===== src/rtl/snoop_pkg.sv =====
package snoop_pkg;
  typedef enum logic [1:0] {
    LINE_I = 2'b00,
    LINE_S = 2'b01,
    LINE_E = 2'b10,
    LINE_M = 2'b11
  } lineState_e;

  typedef struct packed {
    logic capture;   // take address and qualifier
    logic latchRes;  // sample tag result and buffer compare
    logic issue;     // drive hit report, update and request
    logic freeWb;    // write-back finished
  } snoopCtrl_t;
endpackage


===== src/rtl/snoop_ctrl.sv =====
module snoop_ctrl
  import snoop_pkg::*;
(
  input  logic       clk,
  input  logic       rstN,
  input  logic       holdReq,
  input  logic       holdAck,
  input  logic       backOff,
  input  logic       addrHold,
  input  logic       strobeSeen,
  input  logic       wbDone,
  input  logic       modHit,
  output snoopCtrl_t ctrl,
  output logic       lookupEn
);
  typedef enum logic [1:0] {S_IDLE, S_LOOK, S_EVAL, S_WAIT} phase_e;
  phase_e phase, phaseNext;
  logic busReleased;

  assign busReleased = (holdReq && holdAck) || backOff || addrHold;

  always_comb begin
    ctrl          = '0;
    ctrl.capture  = (phase == S_IDLE) && strobeSeen && busReleased;
    ctrl.latchRes = (phase == S_LOOK);
    ctrl.issue    = (phase == S_EVAL);
    ctrl.freeWb   = (phase == S_WAIT) && wbDone;
  end

  always_comb begin
    phaseNext = phase;
    case (phase)
      S_IDLE: if (ctrl.capture) phaseNext = S_LOOK;
      S_LOOK: phaseNext = S_EVAL;
      S_EVAL: phaseNext = modHit ? S_WAIT : S_IDLE;
      S_WAIT: if (wbDone) phaseNext = S_IDLE;
      default: phaseNext = S_IDLE;
    endcase
  end

  always_ff @(posedge clk) begin
    if (!rstN) phase <= S_IDLE;
    else       phase <= phaseNext;
  end

  assign lookupEn = (phase == S_LOOK);
endmodule


===== src/rtl/snoop_dp.sv =====
module snoop_dp
  import snoop_pkg::*;
#(
  parameter int ADDR_W   = 32,
  parameter int OFFSET_W = 4
) (
  input  logic                       clk,
  input  logic                       rstN,
  input  snoopCtrl_t                 ctrl,
  input  logic [ADDR_W-1:0]          snoopAddr,
  input  logic                       invReq,
  input  logic                       tagHit,
  input  logic [1:0]                 tagState,
  input  logic                       cbValid,
  input  logic [ADDR_W-1:0]          cbAddr,
  output logic                       modHit,
  output logic [ADDR_W-OFFSET_W-1:0] lookupAddr,
  output logic                       hitMod,
  output logic                       wbReq,
  output logic                       wbFromBuf,
  output logic                       updValid,
  output logic [ADDR_W-OFFSET_W-1:0] updAddr,
  output logic [1:0]                 updState
);
  localparam int LINE_W = ADDR_W - OFFSET_W;
  localparam logic [ADDR_W-1:0] LINE_MASK = {{LINE_W{1'b1}}, {OFFSET_W{1'b0}}};

  logic [ADDR_W-1:0] addrR;
  logic invR, tagHitR, cacheModR, bufHitR;
  logic bufMatch;

  assign bufMatch   = cbValid && (((cbAddr ^ addrR) & LINE_MASK) == '0);
  assign lookupAddr = addrR[ADDR_W-1:OFFSET_W];
  assign modHit     = cacheModR || bufHitR;

  always_ff @(posedge clk) begin
    if (!rstN) begin
      addrR <= '0;
      invR  <= 1'b0;
    end else if (ctrl.capture) begin
      addrR <= snoopAddr;
      invR  <= invReq;
    end
  end

  always_ff @(posedge clk) begin
    if (!rstN) begin
      tagHitR   <= 1'b0;
      cacheModR <= 1'b0;
      bufHitR   <= 1'b0;
    end else if (ctrl.latchRes) begin
      tagHitR   <= tagHit;
      cacheModR <= tagHit && (tagState == LINE_M);
      bufHitR   <= bufMatch;
    end
  end

  always_ff @(posedge clk) begin
    if (!rstN) begin
      hitMod    <= 1'b0;
      wbReq     <= 1'b0;
      wbFromBuf <= 1'b0;
    end else if (ctrl.issue) begin
      hitMod    <= modHit;
      wbReq     <= modHit;
      wbFromBuf <= bufHitR && !cacheModR;
    end else if (ctrl.freeWb) begin
      hitMod    <= 1'b0;
      wbReq     <= 1'b0;
      wbFromBuf <= 1'b0;
    end
  end

  always_ff @(posedge clk) begin
    if (!rstN) begin
      updValid <= 1'b0;
      updAddr  <= '0;
      updState <= LINE_I;
    end else begin
      updValid <= ctrl.issue && tagHitR;
      if (ctrl.issue) begin
        updAddr  <= addrR[ADDR_W-1:OFFSET_W];
        updState <= invR ? LINE_I : LINE_S;
      end
    end
  end
endmodule


===== src/rtl/snoop_inquiry_resp.sv =====
module snoop_inquiry_resp
  import snoop_pkg::*;
#(
  parameter int ADDR_W   = 32,
  parameter int OFFSET_W = 4
) (
  input  logic                       clk,
  input  logic                       rstN,
  input  logic                       holdReq,
  input  logic                       holdAck,
  input  logic                       backOff,
  input  logic                       addrHold,
  input  logic                       extStrobeN,
  input  logic                       invReq,
  input  logic [ADDR_W-1:0]          snoopAddr,
  output logic                       lookupEn,
  output logic [ADDR_W-OFFSET_W-1:0] lookupAddr,
  input  logic                       tagHit,
  input  logic [1:0]                 tagState,
  input  logic                       cbValid,
  input  logic [ADDR_W-1:0]          cbAddr,
  input  logic                       wbDone,
  output logic                       hitMod,
  output logic                       wbReq,
  output logic                       wbFromBuf,
  output logic                       updValid,
  output logic [ADDR_W-OFFSET_W-1:0] updAddr,
  output logic [1:0]                 updState
);
  snoopCtrl_t ctrl;
  logic modHit;

  snoop_ctrl ctrl_i (
    .clk        (clk),
    .rstN       (rstN),
    .holdReq    (holdReq),
    .holdAck    (holdAck),
    .backOff    (backOff),
    .addrHold   (addrHold),
    .strobeSeen (!extStrobeN),
    .wbDone     (wbDone),
    .modHit     (modHit),
    .ctrl       (ctrl),
    .lookupEn   (lookupEn)
  );

  snoop_dp #(.ADDR_W(ADDR_W), .OFFSET_W(OFFSET_W)) dp_i (
    .clk        (clk),
    .rstN       (rstN),
    .ctrl       (ctrl),
    .snoopAddr  (snoopAddr),
    .invReq     (invReq),
    .tagHit     (tagHit),
    .tagState   (tagState),
    .cbValid    (cbValid),
    .cbAddr     (cbAddr),
    .modHit     (modHit),
    .lookupAddr (lookupAddr),
    .hitMod     (hitMod),
    .wbReq      (wbReq),
    .wbFromBuf  (wbFromBuf),
    .updValid   (updValid),
    .updAddr    (updAddr),
    .updState   (updState)
  );
endmodule


===== config.mk =====
export PLATFORM = sky130hd
export DESIGN_NAME = snoop_inquiry_resp
export DESIGN_NICKNAME = d
export VERILOG_FILES = /design/src/rtl/snoop_pkg.sv /design/src/rtl/snoop_ctrl.sv /design/src/rtl/snoop_dp.sv /design/src/rtl/snoop_inquiry_resp.sv
export SDC_FILE = /design/constraint.sdc
export NUM_CORES = 1
export LEC_CHECK = 0
export BUFFER_PORTS_ARGS = -buffer_cell sky130_fd_sc_hd__buf_4
export CELL_PAD_IN_SITES_DETAIL_PLACEMENT = 0
export CELL_PAD_IN_SITES_GLOBAL_PLACEMENT = 1
export CORE_MARGIN = 3
export CORE_UTILIZATION = 36
export CTS_CLUSTER_DIAMETER = 120
export CTS_CLUSTER_SIZE = 40
export DETAILED_ROUTE_END_ITERATION = 6
export MAX_ROUTING_LAYER = met4
export PLACE_DENSITY = 0.84
export SYNTH_ARGS = -nofsm -noshare
export SYNTH_HDL_FRONTEND = slang
export SYNTH_HIERARCHICAL = 1
export SYNTH_SLANG_ARGS = --single-unit

===== constraint.sdc =====
create_clock -name clk -period 4.4 [get_ports clk]
set_input_delay 0 -clock clk [delete_from_list [all_inputs] [get_ports clk]]
set_output_delay 0 -clock clk [all_outputs]
set_load 0.005 [all_outputs]

# Word level (Yosys, flattened, before mapping)
# Cells that the tools add are included.
# totals
ff_bits,71
wordCells,43
inputBits,77
output_inout_bits,63
# op_classes
n_reduce_logical,17
bitwise,1
muxes,8
n_eq_ne,6
# ops
cell,count
zero test 32 bit,1
XOR 32 bit,1
logical AND 1 bit,8
case mux 2 bit (4 select lines),1
"equality test 2 bit, second input constant",3
two-way mux 2 bit,3
two-way mux 1 bit,4
"!= test 2 bit, second input constant",2
logical OR 1 bit,3
"equality test 2 x 1 -> 1 bit, second input constant",1
zero test 1 bit,2
zero test 2 bit,1
AND reduction 2 bit,1
nonzero test 2 bit,1

# Logic depth before layout (Yosys ltp)
# depth
depth_word,6
mapped_depth,7
depth_no_buf,5

# Hierarchy
# The synthesis kept the hierarchy.
# modules_own_cells
module,n_inst,area_each_um2,seq_area_each_um2,cells_each
snoop_dp,1,2716.4,1281.2,251
snoop_ctrl,1,135.1,40.0,15
snoop_inquiry_resp,1,3.8,0.0,1

# Least setup slack after synthesis
# Ideal clock, no wire load.
# synth_timing
kind,register to register
startpoint,register ctrl_i.phase[0]
endpoint,register dp_i.addrR[10]
arrival_time_ps,1306
path_buffers,2
period_less_slack_ps,1422
path_stages_with_launch,8
required_time_ps,4284
slack_ps,2978
setup_time_ps,116
path_cell_list,dfxtp_1 nor2_1 nand3_2 inv_1 buf_2 buf_4 mux2i_1 nor2b_1
# synth_lines
item,line_no,rtl
"start, declared",snoop_ctrl.sv:17,"phase_e phase, phaseNext;"
"start signal, assigned",snoop_ctrl.sv:43,else phase <= phaseNext;
"end signal, assigned",snoop_dp.sv:41,addrR <= snoopAddr;
"end, declared",snoop_dp.sv:28,logic [ADDR_W-1:0] addrR;

==> metrics.md <==
| Metric | Value |
|---|---|
| Placed Instances | 481 |
| Routed len/inst | 14.26 microns |
| Startpoint types | flop |
| Synth Register Bits | 66 |
| Die area | 9035 sq um |
| CP max-delay cell | clkinv_1 |
| Fin cells | 531 |
| Worst-path clk slew | 0.07 ns |
| Cts hold-fix bufs | 34 |
| Cells after Synth | 267 |
| Number of max-cap violations | 0 |
| Hold Worst Slack | 0.06654 ns |
| Boundary Pins | 140 |
| Vias in the first global route | 2361 |
| Hold Crit Start | cbValid |
| Clock Skew | 0.005475 ns |
| CP Max Fanout | 17 |
| Final Max Slew Viols | 0 |
| Post-detail-place hpwl | 5.297 mm |
| Fin crit share | 46.12% |
| Placed cell areas | 3891 sq um |
| Max clock buf depth | 2 |
| GR Util All Layers | 17.45% |
| Number of vias per cell | 4.497 |
| Inserted Diodes | 0 |
| Final Setup Violations | 0 |
| Sequential share of the synthesized area | 46.28% |
| Fin worst setup slack | 2.371 ns |
| Status | complete, no violations |
| Die Y | 95.06 microns |
| Inserted Clock Buffers | 9 |
| H-tree levels | 3 |
| Vias | 2388 |
| Crit path required time | 4.62 ns |
| Hold Vio Cnt, Final | 0 |
| CP Launch Point | ctrl_i/phase[0]$_SDFFE_PN0P_ |
| Max VDD drop | 0.1863 mV |
| GR Util met3 | 3.946% |
| Top Usage Layer GRT | met2 |
| Initial Util | 38.14% |
| Reg2reg start | ctrl_i/phase[0]$_SDFFE_PN0P_ |
| Latest clock arrival within the worst-skew pair | 0.32 ns |
| Yosys warns | 6 |
| Pin count of the biggest net entering global routing | 68 |
| Worst Path Arrival | 2.25 ns |
| Post-route setup TNS | 0 ns |
| Leading post-synthesis cells by cell area | dfxtp_1, mux2i_1, nor2b_1 |
| DR pass1 iterations | 4 |
| # rows | 31 |
| Crit path time final | 2.029 ns |
| Gr ovfl total | 0 |
| Worst Path Class, Setup | flop to flop |
| Synth top area share | 46.28% |
| Syn avg cell area | 10.69 sq um |
| Synth area leader | dfxtp_1 |
| Design Power | 1.504 mW |
| Routed Antenna Nets | 0 |
| Gp weighted congestion | 0.7939 |
| P&R area growth vs syn | 57.01% |
| Core Region | 7486 sq um |
| Initial antenna violation count | 0 |
| Synth Net Count | 344 |
| Clock Tree Root | clkbuf_8 |
| Slew HR | 56.39% |
| First-pass GRT wire length | 11.67 mm |
| Met2 Track Usage GR | 27.48% |
| Pre-CTS setup slack | 2.325 ns |
| CTS tree | done |
| # DRC | 0 |
| GR Layer Usage met1 | 22.38% |
| CP Cell Sequence | nor2_1 -> nand3_2 -> clkinv_1 -> buf_4 -> mux2i_1 -> nor2b_1 |
| Clock sinks | 66 |
| 1st-iter DRT viols | 53 |
| Fmax | 492.7 MHz |
| Crit path max-delay family | buffers and inverters |
| Most frequent cells in the layout | buf_4, dfxtp_1, mux2i_1, nor2b_1, dlygate4sd3_1 |
| Final Cell Area | 4483 sq um |
| Synth Cell Area | 2855 sq um |
| Post-cts gate resize count | 0 |
| Netlist cell types | 30 |
| Final Util | 59.89% |
| CP bufs+invs | 2 |
| Largest stage delay on the critical path | 0.52 ns |
| Leakage power | 1.923 nW |
| Buffers on Ports | 130 |
| Postcts setup bufs | 0 |
| Power density over the cells | 335.4 nW/um^2 |
| Hold Path Class | input port to flop |
| Routed wire length | 7.573 mm |
| Chip Width | 95.06 microns |
| Final-stage net count | 504 |
| Tightest Pin Transition | 0.6502 ns |
| R2r setup slk | 2.37 ns |
| Most common cell after layout, fill and taps aside | buf_4 |
| CP Capture Type | flop |
| Share of cells above drive strength 1 | 35.88% |
| RSZ-0062 raised after global routing | false |
==> cell type report <==
type / instances / area, sq um
repair buffers: 166 / 1331
clock buffers: 11 / 151.4
flip-flops and latches: 66 / 1321
well taps: 99 / 123.9
inverters: 4 / 15.01
multi-input cells: 180 / 1440
fillers: 643 / 3003
clock inverters: 5 / 100.1
==> flip-flops by register name, indices dropped and copies added, names as in the netlist <==
| signal | cells |
|---|---|
| dp_i/addrR | 28 |
| dp_i/updValid | 1 |
| ctrl_i/phase | 2 |
| dp_i/wbFromBuf | 1 |
| dp_i/cacheModR | 1 |
| dp_i/updState | 1 |
| dp_i/tagHitR | 1 |
| dp_i/bufHitR | 1 |
| dp_i/invR | 1 |
| dp_i/wbReq | 1 |
| dp_i/updAddr | 28 |
==> kinds of logic after synthesis <==
group                     count (synthesis)  synth area share [%]
buffers and inverters                    21                 3.550
AOI/OAI and AO/OA                         9                 2.892
DFF                                      66                 46.28
and+or+nand+nor                          84                 18.23
muxes                                    58                 20.33
other                                     1                0.1313
xor gates and xnor gates                 28                 8.589
==> synthesized netlist by cell type <==
master / n
dfxtp_1: 66
nor2b_1: 59
mux2i_1: 58
xor2_1: 15
xnor2_1: 13
clkbuf_1: 7
buf_2: 6
nand4_1: 6
buf_4: 4
inv_1: 4
nand2_1: 4
nor4_1: 3
a21boi_0: 2
a21boi_2: 2
and3_1: 2
nand2b_1: 2
a211o_1: 1
and2_1: 1
conb_1: 1
nand3_2: 1
nand3b_1: 1
nor2_1: 1
nor3_1: 1
o211a_1: 1
o211ai_2: 1
o21ai_1: 1
o32ai_1: 1
or2_2: 1
or3b_2: 1
or4_1: 1
==> path summary, 6_finish.rpt <==
path | endpoint | cells after the start
setup reg to reg | dp_i/addrR[28]$_SDFFE_PN0P_ | 6
hold / removal | dp_i/bufHitR$_SDFFE_PN0P_ | 4
hold reg to reg | dp_i/updValid$_SDFF_PN0_ | 1
setup / recovery | dp_i/addrR[28]$_SDFFE_PN0P_ | 6
==> worst min-delay path, stage by stage <==
cell and delay, ns:
buf_4 0.12, nand4_1 0.07, or4_1 0.10, o21ai_1 0.05
==> report_power, final <==
part / switching, mW / internal (mW) / total, mW
Combinational: 0.0851 / 0.143 / 0.228
Clock: 0.222 / 0.406 / 0.627
Sequential: 0.0271 / 0.621 / 0.648
Total: 0.334 / 1.17 / 1.50
==> metal layers <==
metal	vias up	part of all wire (%)
met5	-	0
met1	1084	47
met3	7	5.6
met2	80	47
li1	1217	-
met4	0	0.96
(Power assumes the default switching activity.)
